[config.mk]
export PLATFORM = sky130hd
export DESIGN_NAME = twowire_adc_link
export DESIGN_NICKNAME = d
export VERILOG_FILES = /design/src/rtl/twowire_adc_link.sv
export SDC_FILE = /design/constraint.sdc
export NUM_CORES = 1
export LEC_CHECK = 0
export ABC_AREA = 1
export BUFFER_PORTS_ARGS = -buffer_cell sky130_fd_sc_hd__buf_2
export CAP_MARGIN = 20
export CORE_MARGIN = 4
export CORE_UTILIZATION = 52
export DETAILED_ROUTE_END_ITERATION = 10
export PLACE_DENSITY = 0.77
export SYNTH_ARGS = -nofsm -noshare
export SYNTH_HDL_FRONTEND = slang
export SYNTH_SLANG_ARGS = --single-unit
[constraint.sdc]
create_clock -name clk -period 6.3 [get_ports clk]
set_input_delay 1.26 -clock clk [delete_from_list [all_inputs] [get_ports clk]]
set_output_delay 1.26 -clock clk [all_outputs]
set_load 0.01 [all_outputs]
[src/rtl/twowire_adc_link.sv]
module twowire_adc_link #(
  parameter int DW = 24,
  parameter int LW = 16
) (
  input  logic          clk,
  input  logic          rst_n,
  input  logic          sclk_in,
  input  logic [DW-1:0] res_data,
  input  logic          res_valid,
  input  logic [LW-1:0] sleep_limit,
  output logic          rdy_dout,
  output logic          sleep_o,
  output logic          cal_req_o,
  output logic          conv_restart_o
);

  localparam int CW = $clog2(DW + 3);
  localparam logic [CW-1:0] N_LAST = CW'(DW);
  localparam logic [CW-1:0] N_CAL  = CW'(DW + 2);

  typedef enum logic [1:0] {S_IDLE, S_READ, S_SLEEP} st_t;

  st_t           st;
  logic          s1, s2, s3;
  logic [CW-1:0] cnt;
  logic [DW-1:0] shreg, pend;
  logic          pend_v, wake_cal, dout;
  logic [LW-1:0] hcnt;

  wire rise      = s2 & ~s3;
  wire fall      = ~s2 & s3;
  wire sleep_hit = (st == S_READ) && s2 &&
                   ({1'b0, hcnt} + 1'b1 >= {1'b0, sleep_limit});
  wire mid_read  = rise || (cnt != '0 && cnt < N_LAST);

  assign rdy_dout = dout;
  assign sleep_o  = (st == S_SLEEP);

  always_ff @(posedge clk or negedge rst_n) begin
    if (!rst_n) begin
      s1 <= 1'b0;
      s2 <= 1'b0;
      s3 <= 1'b0;
    end else begin
      s1 <= sclk_in;
      s2 <= s1;
      s3 <= s2;
    end
  end

  always_ff @(posedge clk or negedge rst_n) begin
    if (!rst_n) hcnt <= '0;
    else if (st == S_READ && s2) hcnt <= hcnt + 1'b1;
    else hcnt <= '0;
  end

  always_ff @(posedge clk or negedge rst_n) begin
    if (!rst_n) begin
      st             <= S_IDLE;
      dout           <= 1'b1;
      cnt            <= '0;
      shreg          <= '0;
      pend           <= '0;
      pend_v         <= 1'b0;
      wake_cal       <= 1'b0;
      cal_req_o      <= 1'b0;
      conv_restart_o <= 1'b0;
    end else begin
      cal_req_o      <= 1'b0;
      conv_restart_o <= 1'b0;
      unique case (st)
        S_IDLE: begin
          if (res_valid) begin
            shreg  <= res_data;
            dout   <= 1'b0;
            cnt    <= '0;
            pend_v <= 1'b0;
            st     <= S_READ;
          end
        end
        S_READ: begin
          if (sleep_hit) begin
            st       <= S_SLEEP;
            dout     <= 1'b1;
            wake_cal <= (cnt == N_CAL);
            pend_v   <= 1'b0;
          end else if (fall && cnt == N_CAL) begin
            cal_req_o <= 1'b1;
            pend_v    <= 1'b0;
            st        <= S_IDLE;
          end else begin
            if (rise) begin
              if (cnt != N_CAL) cnt <= cnt + 1'b1;
              if (cnt < N_LAST) begin
                dout  <= shreg[DW-1];
                shreg <= shreg << 1;
              end else begin
                dout <= 1'b1;
              end
            end
            if (res_valid) begin
              if (mid_read) begin
                pend   <= res_data;
                pend_v <= 1'b1;
              end else begin
                shreg  <= res_data;
                dout   <= 1'b0;
                cnt    <= '0;
                pend_v <= 1'b0;
              end
            end else if (fall && pend_v && cnt >= N_LAST) begin
              shreg  <= pend;
              dout   <= 1'b0;
              cnt    <= '0;
              pend_v <= 1'b0;
            end
          end
        end
        S_SLEEP: begin
          if (fall) begin
            st <= S_IDLE;
            if (wake_cal) cal_req_o <= 1'b1;
            else conv_restart_o <= 1'b1;
          end
        end
        default: st <= S_IDLE;
      endcase
    end
  end

  assert_load_low_R2: assert property (@(posedge clk) disable iff (!rst_n)
    (st == S_IDLE && res_valid) |=> !rdy_dout);

  assert_quiet_hold_R3: assert property (@(posedge clk) disable iff (!rst_n)
    (st == S_READ && !rise && !fall && !res_valid && !sleep_hit) |=> $stable(rdy_dout));

  assert_release_high_R4: assert property (@(posedge clk) disable iff (!rst_n)
    (st == S_READ && rise && cnt == N_LAST && !sleep_hit && !res_valid) |=> rdy_dout);

  assert_cal_single_R5: assert property (@(posedge clk) disable iff (!rst_n)
    cal_req_o |=> !cal_req_o);

  assert_sleep_high_R6: assert property (@(posedge clk) disable iff (!rst_n)
    sleep_o |-> rdy_dout);

  assert_wake_pulse_R7: assert property (@(posedge clk) disable iff (!rst_n)
    $fell(sleep_o) |-> ($countones({cal_req_o, conv_restart_o}) == 1));

  assert_pulse_excl_R8: assert property (@(posedge clk) disable iff (!rst_n)
    $onehot0({cal_req_o, conv_restart_o}));

endmodule

==> qor.csv, run 1 <==
metric;value;unit
cts_setup_buffers;0;
ys_types;39;
cts_root_buf;clkbuf_8;
p_leak;2.97;nW
htree_levels;3;
n_fill_cell;825;
slew_headroom;40.4;%
clockPowerShare;20.7;%
fin_crit;3450;ps
hold_viol;0;
ant_nets;0;
coreArea;9240;sq um
power;1.88;mW
postRouteWirelength;10100;um
remaining_drc_errors;0;
path_max_fanout;56;
max_cap_viol_count;0;
setup_slack;2850;ps
final-instance-count-excl-fill;845;
setup_viol;0;
antenna_found_initial;0;
whs;356;ps
multi_input_area;2390;sq um
grt_start_max_net_pins;80;
grt_pass1_vias;4028;
p_sw_share;39.9;%
clkTransAtPathRegs;80;ps
comb_power_share;38.5;%
dieArea;11100;sq um
grt-ovfl-total;0;
avgViaCountPerCell;4.94;
drive_above_1_share;14.9;%
powerDensity;347;nW/um^2
clock_latency;360;ps
switchingPower;0.749;mW
area_growth_syn_to_layout;9.42;%
place_inst;829;
synth_seq_cells;79;
cts-resized-gates;0;
die_w;105;um
p_int;1.13;mW
status;finished clean;
antennaDiodeCount;0;
final_nets;779;
clkSinkCount;79;
holdBufCountCts;0;
die_h;105;um
wl_per_cell;11.9;um
ir_drop;0.000179;V
max_stage_delay;450;ps
maxSlewViolCount;0;
dr_total_vias;4173;
period_share;54.7;%
dpl.hpwl;6900;um
syn-num-nets;743;
avgSynthCellArea;7.31;sq um
drt_iter0_drc;227;
port_buffers;47;
grt_usage;19.4;%
post-place-ws;2910;ps
required;6580;ps
ys_seq_area_share;40.0;%
synth_largest_area_cell;dfrtp_1;
synth_cells;676;
min_path_type;register to register;
rsz0062_at_grt;false;
cp_cell_sequence;nand3_1 > nor2_1 > nand2_1 > nor2_1 > nand3_1 > nor2_2 > nand2_1 > xor2_1 > inv_1 > ha_1 > nand3_1 > a21oi_1 > nor2_1 > nand3_2 > nand2_4 > nand2_4 > inv_4 > nand2_1 > o21ai_2;
clock_skew;9.79;ps
cts-buffers-inserted;9;
slowest_stage;inv_4;
start_kind;register;
ys_warn_count;0;
critical_path_class;register to register;
place.gp.congestion;0.863;
cp-end-kind;register;
cts_tree;built;
finalSetupTns;0;ps
cp.arrival;3730;ps
worst_slew_pin_slew;892;ps
syn_area;4940;sq um
row_count;35;
dr.pass1.iters;5;
start_util;53.5;%
cts_buffer_depth;2;
fmax;290;MHz
synthTopCellsByArea;dfrtp_1 (40%), nand2_1 (14%), inv_1 (8.1%);
seqCellArea;1980;sq um
io_pins;48;
grt_pass1_wl;17900;um
synth_top_area_share;39.5;%
seq_power_share;40.8;%
per-stage QoR:
step / utilization (%) / cell area [sq um]
final: 58.5 / 5410
after global routing: 58.5 / 5410
after CTS: 58.2 / 5380
after detailed placement: 56.1 / 5180
after global placement: 56.1 / 5180
after floorplan: - / 4940
worst max-delay path: cells and delay by family (launching register included):
family	cells	cell delay (ps)
fa+ha+maj	1	320
compound gates	2	140
xor+xnor	1	210
buf+inv	2	520
flops	1	410
simple gates	13	1750
cells in the final DEF, fill, tap and decap left out, types with 2 or more instances in the layout:
cell type  count
o21ai_2       23
nor2_4         2
dfrtp_1       78
xor2_1         8
nand2_1      181
o21ai_1       14
o21ai_0       64
nand3_1       16
nor2_2         4
or2_2          2
nand4_1        7
buf_2         46
a21oi_1        6
nand3_2        3
xnor2_1        4
nor2_1        93
nand2_4        2
ha_1          23
clkbuf_8      11
nand2_2        2
buf_4          2
inv_1        106
final timing paths:
check | to | from | slack, ps | cells past startpoint
max in group asynchronous | rdy_dout | rst_n | 4920 | 2
worst min-delay path | s2 | s1 | 360 | 0
min in group asynchronous | shreg[8] | rst_n | 740 | 1
worst max register to register | shreg[14] | hcnt[0] | 2850 | 19
worst max-delay path | shreg[14] | hcnt[0] | 2850 | 19
worst min register to register | s2 | s1 | 360 | 0
per-layer routing:
layer	GRT usage (%)	up-vias	routed length [um]
li1	-	2163	-
met1	26.9	1908	4740
met2	30.5	88	4740
met3	3.80	14	473
met4	6.47	0	127
met5	0	-	0
registers in the layout (all words and copies together), names as in the netlist:
| register | count |
|---|---|
| pend | 24 |
| shreg | 24 |
| hcnt | 16 |
| cnt | 5 |
| st | 2 |
| cal_req_o | 1 |
| conv_restart_o | 1 |
| pend_v | 1 |
| rdy_dout | 1 |
| s1 | 1 |
| s2 | 1 |
| s3 | 1 |
| wake_cal | 1 |
power groups by stage:
stage	Sequential [mW]	Clock [mW]	Combinational [mW]
floorplan	0.750	0	0.635
global placement	0.766	0	0.690
detailed placement	0.773	0	0.723
CTS	0.765	0.393	0.726
global route	0.787	0.422	0.842
finish	0.766	0.390	0.723
synth_stat cells:
cell type,count
a21o_1,1
inv_1,106
xor2_1,8
nor2_1,94
clkbuf_2,3
inv_4,1
buf_12,1
nand2_2,2
nand2_1,181
nor3b_1,1
clkbuf_1,5
nand3b_2,1
buf_4,1
nand3b_1,1
a21oi_2,1
a21oi_1,6
dfstp_2,1
and2_1,1
nand3_1,16
ha_1,23
o21ai_2,23
nand3_2,3
xnor2_1,4
a21boi_0,1
or2_2,2
o21a_1,1
buf_6,6
o21ai_1,14
nand2_4,2
o21ai_0,64
o211ai_1,1
buf_2,8
nor2_2,3
dfrtp_1,78
nand3b_4,1
nor3_1,1
inv_2,1
nor2_4,2
nand4_1,7
cell type report:
cell class / instances / share of cell area, %
Tap cell: 129 / 2.99
Timing Repair Buffer: 49 / 5.05
Inverter: 108 / 7.54
Clock buffer: 12 / 2.87
Sequential cell: 79 / 36.6
Clock inverter: 3 / 0.787
Multi-Input combinational cell: 465 / 44.2
kinds of logic (layout without fill, tap and decap cells):
logic type | Yosys count | count (layout) | synth area share (%)
buffers and inverters | 132 | 172 | 11.7
AO/OA/AOI/OAI | 112 | 112 | 13.4
flip-flops | 79 | 79 | 40.0
AND/OR/NAND/NOR | 318 | 318 | 27.0
adder cells (fa/ha/maj) | 23 | 23 | 5.82
XOR/XNOR | 12 | 12 | 2.13
Note: power is estimated with default switching activity, not from simulation.
==> run 2, diff against run 1 <==
--- a/config.mk
+++ b/config.mk
@@ -5,13 +5,13 @@
 export SDC_FILE = /design/constraint.sdc
 export NUM_CORES = 1
 export LEC_CHECK = 0
-export ABC_AREA = 1
+export ABC_AREA = 0
 export BUFFER_PORTS_ARGS = -buffer_cell sky130_fd_sc_hd__buf_2
 export CAP_MARGIN = 20
 export CORE_MARGIN = 4
 export CORE_UTILIZATION = 52
 export DETAILED_ROUTE_END_ITERATION = 10
-export PLACE_DENSITY = 0.77
+export PLACE_DENSITY = 0.81
 export SYNTH_ARGS = -nofsm -noshare
 export SYNTH_HDL_FRONTEND = slang
 export SYNTH_SLANG_ARGS = --single-unit
==> constraint.sdc (replaced) <==
create_clock -name clk -period 2.8 [get_ports clk]
set_input_delay 0.56 -clock clk [delete_from_list [all_inputs] [get_ports clk]]
set_output_delay 0.56 -clock clk [all_outputs]
set_load 0.01 [all_outputs]
==> run 2 against run 1 <==
Against the previous run:
- die area fell by 10%
- fmax rose by 6.0%
- largest cell class unchanged
- clock skew rose by 1.4 ps
- the flow now finishes with violations (negative setup slack)
- worst hold slack got worse by 230 ps
- setup slack got worse by 3300 ps
- wire length rose by 13%
- register-to-register slack got worse by 3300 ps
- synthesized area fell by 11%
- global-route usage rose by 3.0 points
- synthesized cell count fell by 39%
==> qor.csv, run 2 <==
metric;value;unit
setup_slack;-450;ps
wl_per_cell;18.7;um
grt_usage;22.4;%
hold_viol;0;
rsz0062_at_grt;true;
start_util;53.3;%
dr.pass1.iters;6;
whs;126;ps
die_w;99.8;um
ys_warn_count;0;
required;3060;ps
ir_drop;0.000579;V
grt-ovfl-total;0;
async_flop_share;100;%
avgViaCountPerCell;5.94;
netlist_top_cells_count;dfrtp_1 (78), nand2_1 (41), nor2_1 (37);
syn-num-nets;482;
dieArea;9960;sq um
critical_path_class;register to register;
synthTopCellsByArea;dfrtp_1 (45%), a2bb2oi_2 (6.9%), ha_1 (6.6%);
final_nets;567;
clkTransAtPathRegs;90;ps
violations;negative setup slack;
io_pins;48;
synth_seq_cells;79;
coreArea;8220;sq um
largestRegisters;pend (24), shreg (24), hcnt (16);
synth_cells;415;
remaining_drc_errors;0;
drt_iter0_drc;131;
postRouteWirelength;11400;um
antenna_found_initial;0;
area_growth_syn_to_layout;28.2;%
path_max_fanout;12;
antennaDiodeCount;0;
ys_types;45;
synth_ff_type;dfrtp_1;
cts-buffers-inserted;9;
reg2reg_slack;-450;ps
clock_latency;370;ps
final_cell_area;5620;sq um
worst_slew_pin_slew;711;ps
most-common-layout-cells;dfrtp_1 (78), buf_2 (46), buf_4 (43);
start_kind;register;
synth_edf_count;0;
maxSlewViolCount;0;
cts_buffer_depth;2;
slew_headroom;52.5;%
ys_seq_area_share;45.1;%
ant_nets;0;
synth_top_area_share;44.5;%
htree_levels;3;
avgSynthCellArea;10.6;sq um
period_share;116;%
min_path_type;input pin to async pin;
cts_root_buf;clkbuf_8;
cp.arrival;3510;ps
reg2reg_depth;12;
port_buffers;47;
grt_start_max_net_pins;80;
row_count;33;
dpl.hpwl;6560;um
place_area;4930;sq um
die_h;99.8;um
setup_viol;58;
clkSinkCount;79;
synth_most_common_cell;dfrtp_1;
p_leak;2.64;nW
fin_crit;3250;ps
fmax;308;MHz
layout_commonest_cell;dfrtp_1;
synth_largest_area_cell;dfrtp_1;
r2r_start;hcnt[0];
max_cap_viol_count;0;
holdBufCountCts;0;
grt_pass1_vias;3586;
status;finished with violations;
powerDensity;879;nW/um^2
cp-end-kind;register;
dr_total_vias;3621;
cts_tree;built;
post-place-ws;-413;ps
timing.rr.end;pend[21];
grt_pass1_wl;17600;um
syn_area;4380;sq um
place.gp.congestion;0.822;
drive_above_1_share;38.2;%
clock_skew;11.2;ps
finalSetupTns;-20940;ps
run 2: changes by cell type after synthesis, moves of 8 or more:
cell / change
clkbuf_1: +8
a2bb2oi_2: +20
nand2_1: -140
o21ai_1: -14
nor2b_1: +20
nor2_1: -57
o221ai_1: +23
inv_1: -83
o21ai_2: -23
mux2_2: +24
o21ai_0: -56
run 2: cell type report:
cell class | instances | area [sq um]
clock inverters | 6 | 76.3
well taps | 105 | 131
flip-flops and latches | 79 | 1980
multi-input cells | 290 | 2470
clock buffers | 10 | 138
inverters | 23 | 86.3
repair buffers | 97 | 741
fillers | 559 | 2600
run 2: worst max-delay path by stage:
stage                       start       end  slack, ps  cells past startpoint
after floorplan           hcnt[0]  pend[10]       -160                     14
after global placement    hcnt[0]  shreg[1]       -290                     15
after detailed placement  hcnt[0]  pend[10]       -410                     13
after CTS                 hcnt[1]  pend[15]       -310                     13
after global routing      hcnt[0]  shreg[3]       -560                     13
final                     hcnt[0]  pend[21]       -450                     12
run 2: what timing repair did:
action / CTS / global route
setup endpoints to repair: 58 / 58
pin swaps: 10 / 22
buffers inserted: 8 / 5
gates cloned: 4 / 0
gates resized for setup: 37 / 34
run 2: cell families after synthesis:
family | share of synthesized area (%)
flops | 45.1
simple gates | 16.0
compound gates | 18.0
buf+inv | 5.31
mux | 6.17
xor+xnor | 2.80
fa+ha+maj | 6.57
run 2: report_power, final:
part / internal [mW] / switching [mW] / leakage (nW) / total, mW
clock network: 0.451 / 0.482 / 0.109 / 0.933
registers: 1.54 / 0.280 / 0.963 / 1.81
logic: 1.25 / 0.949 / 1.56 / 2.19
run 2: layer usage:
| layer | global-route usage, % | vias up | share of wire (%) |
|---|---|---|---|
| met1 | 28.0 | 1807 | 40 |
| met5 | 0 | - | 0 |
| met2 | 38.2 | 130 | 53 |
| li1 | - | 1662 | - |
| met4 | 8.19 | 0 | 1.8 |
| met3 | 4.73 | 22 | 4.9 |
run 2: critical path, stage by stage, from the launching register on:
cell,delay [ps]
dfrtp_1,440
nand4_1,200
buf_4,210
nor2_4,130
xor2_2,170
ha_1,270
o21ai_0,230
nor2_1,60
o41a_1,460
o21bai_2,180
and4_4,300
buf_12,170
mux2_4,310
run 2: stage by stage:
step           power, mW  utilization (%)  instances
6_report            4.94             68.4        610
2_1_floorplan       3.19                -        415
3_5_place_dp        3.53             60.0        579
4_1_cts             4.80             66.6        607
3_3_place_gp        3.43             60.0        579
5_1_grt             5.21             68.4        610
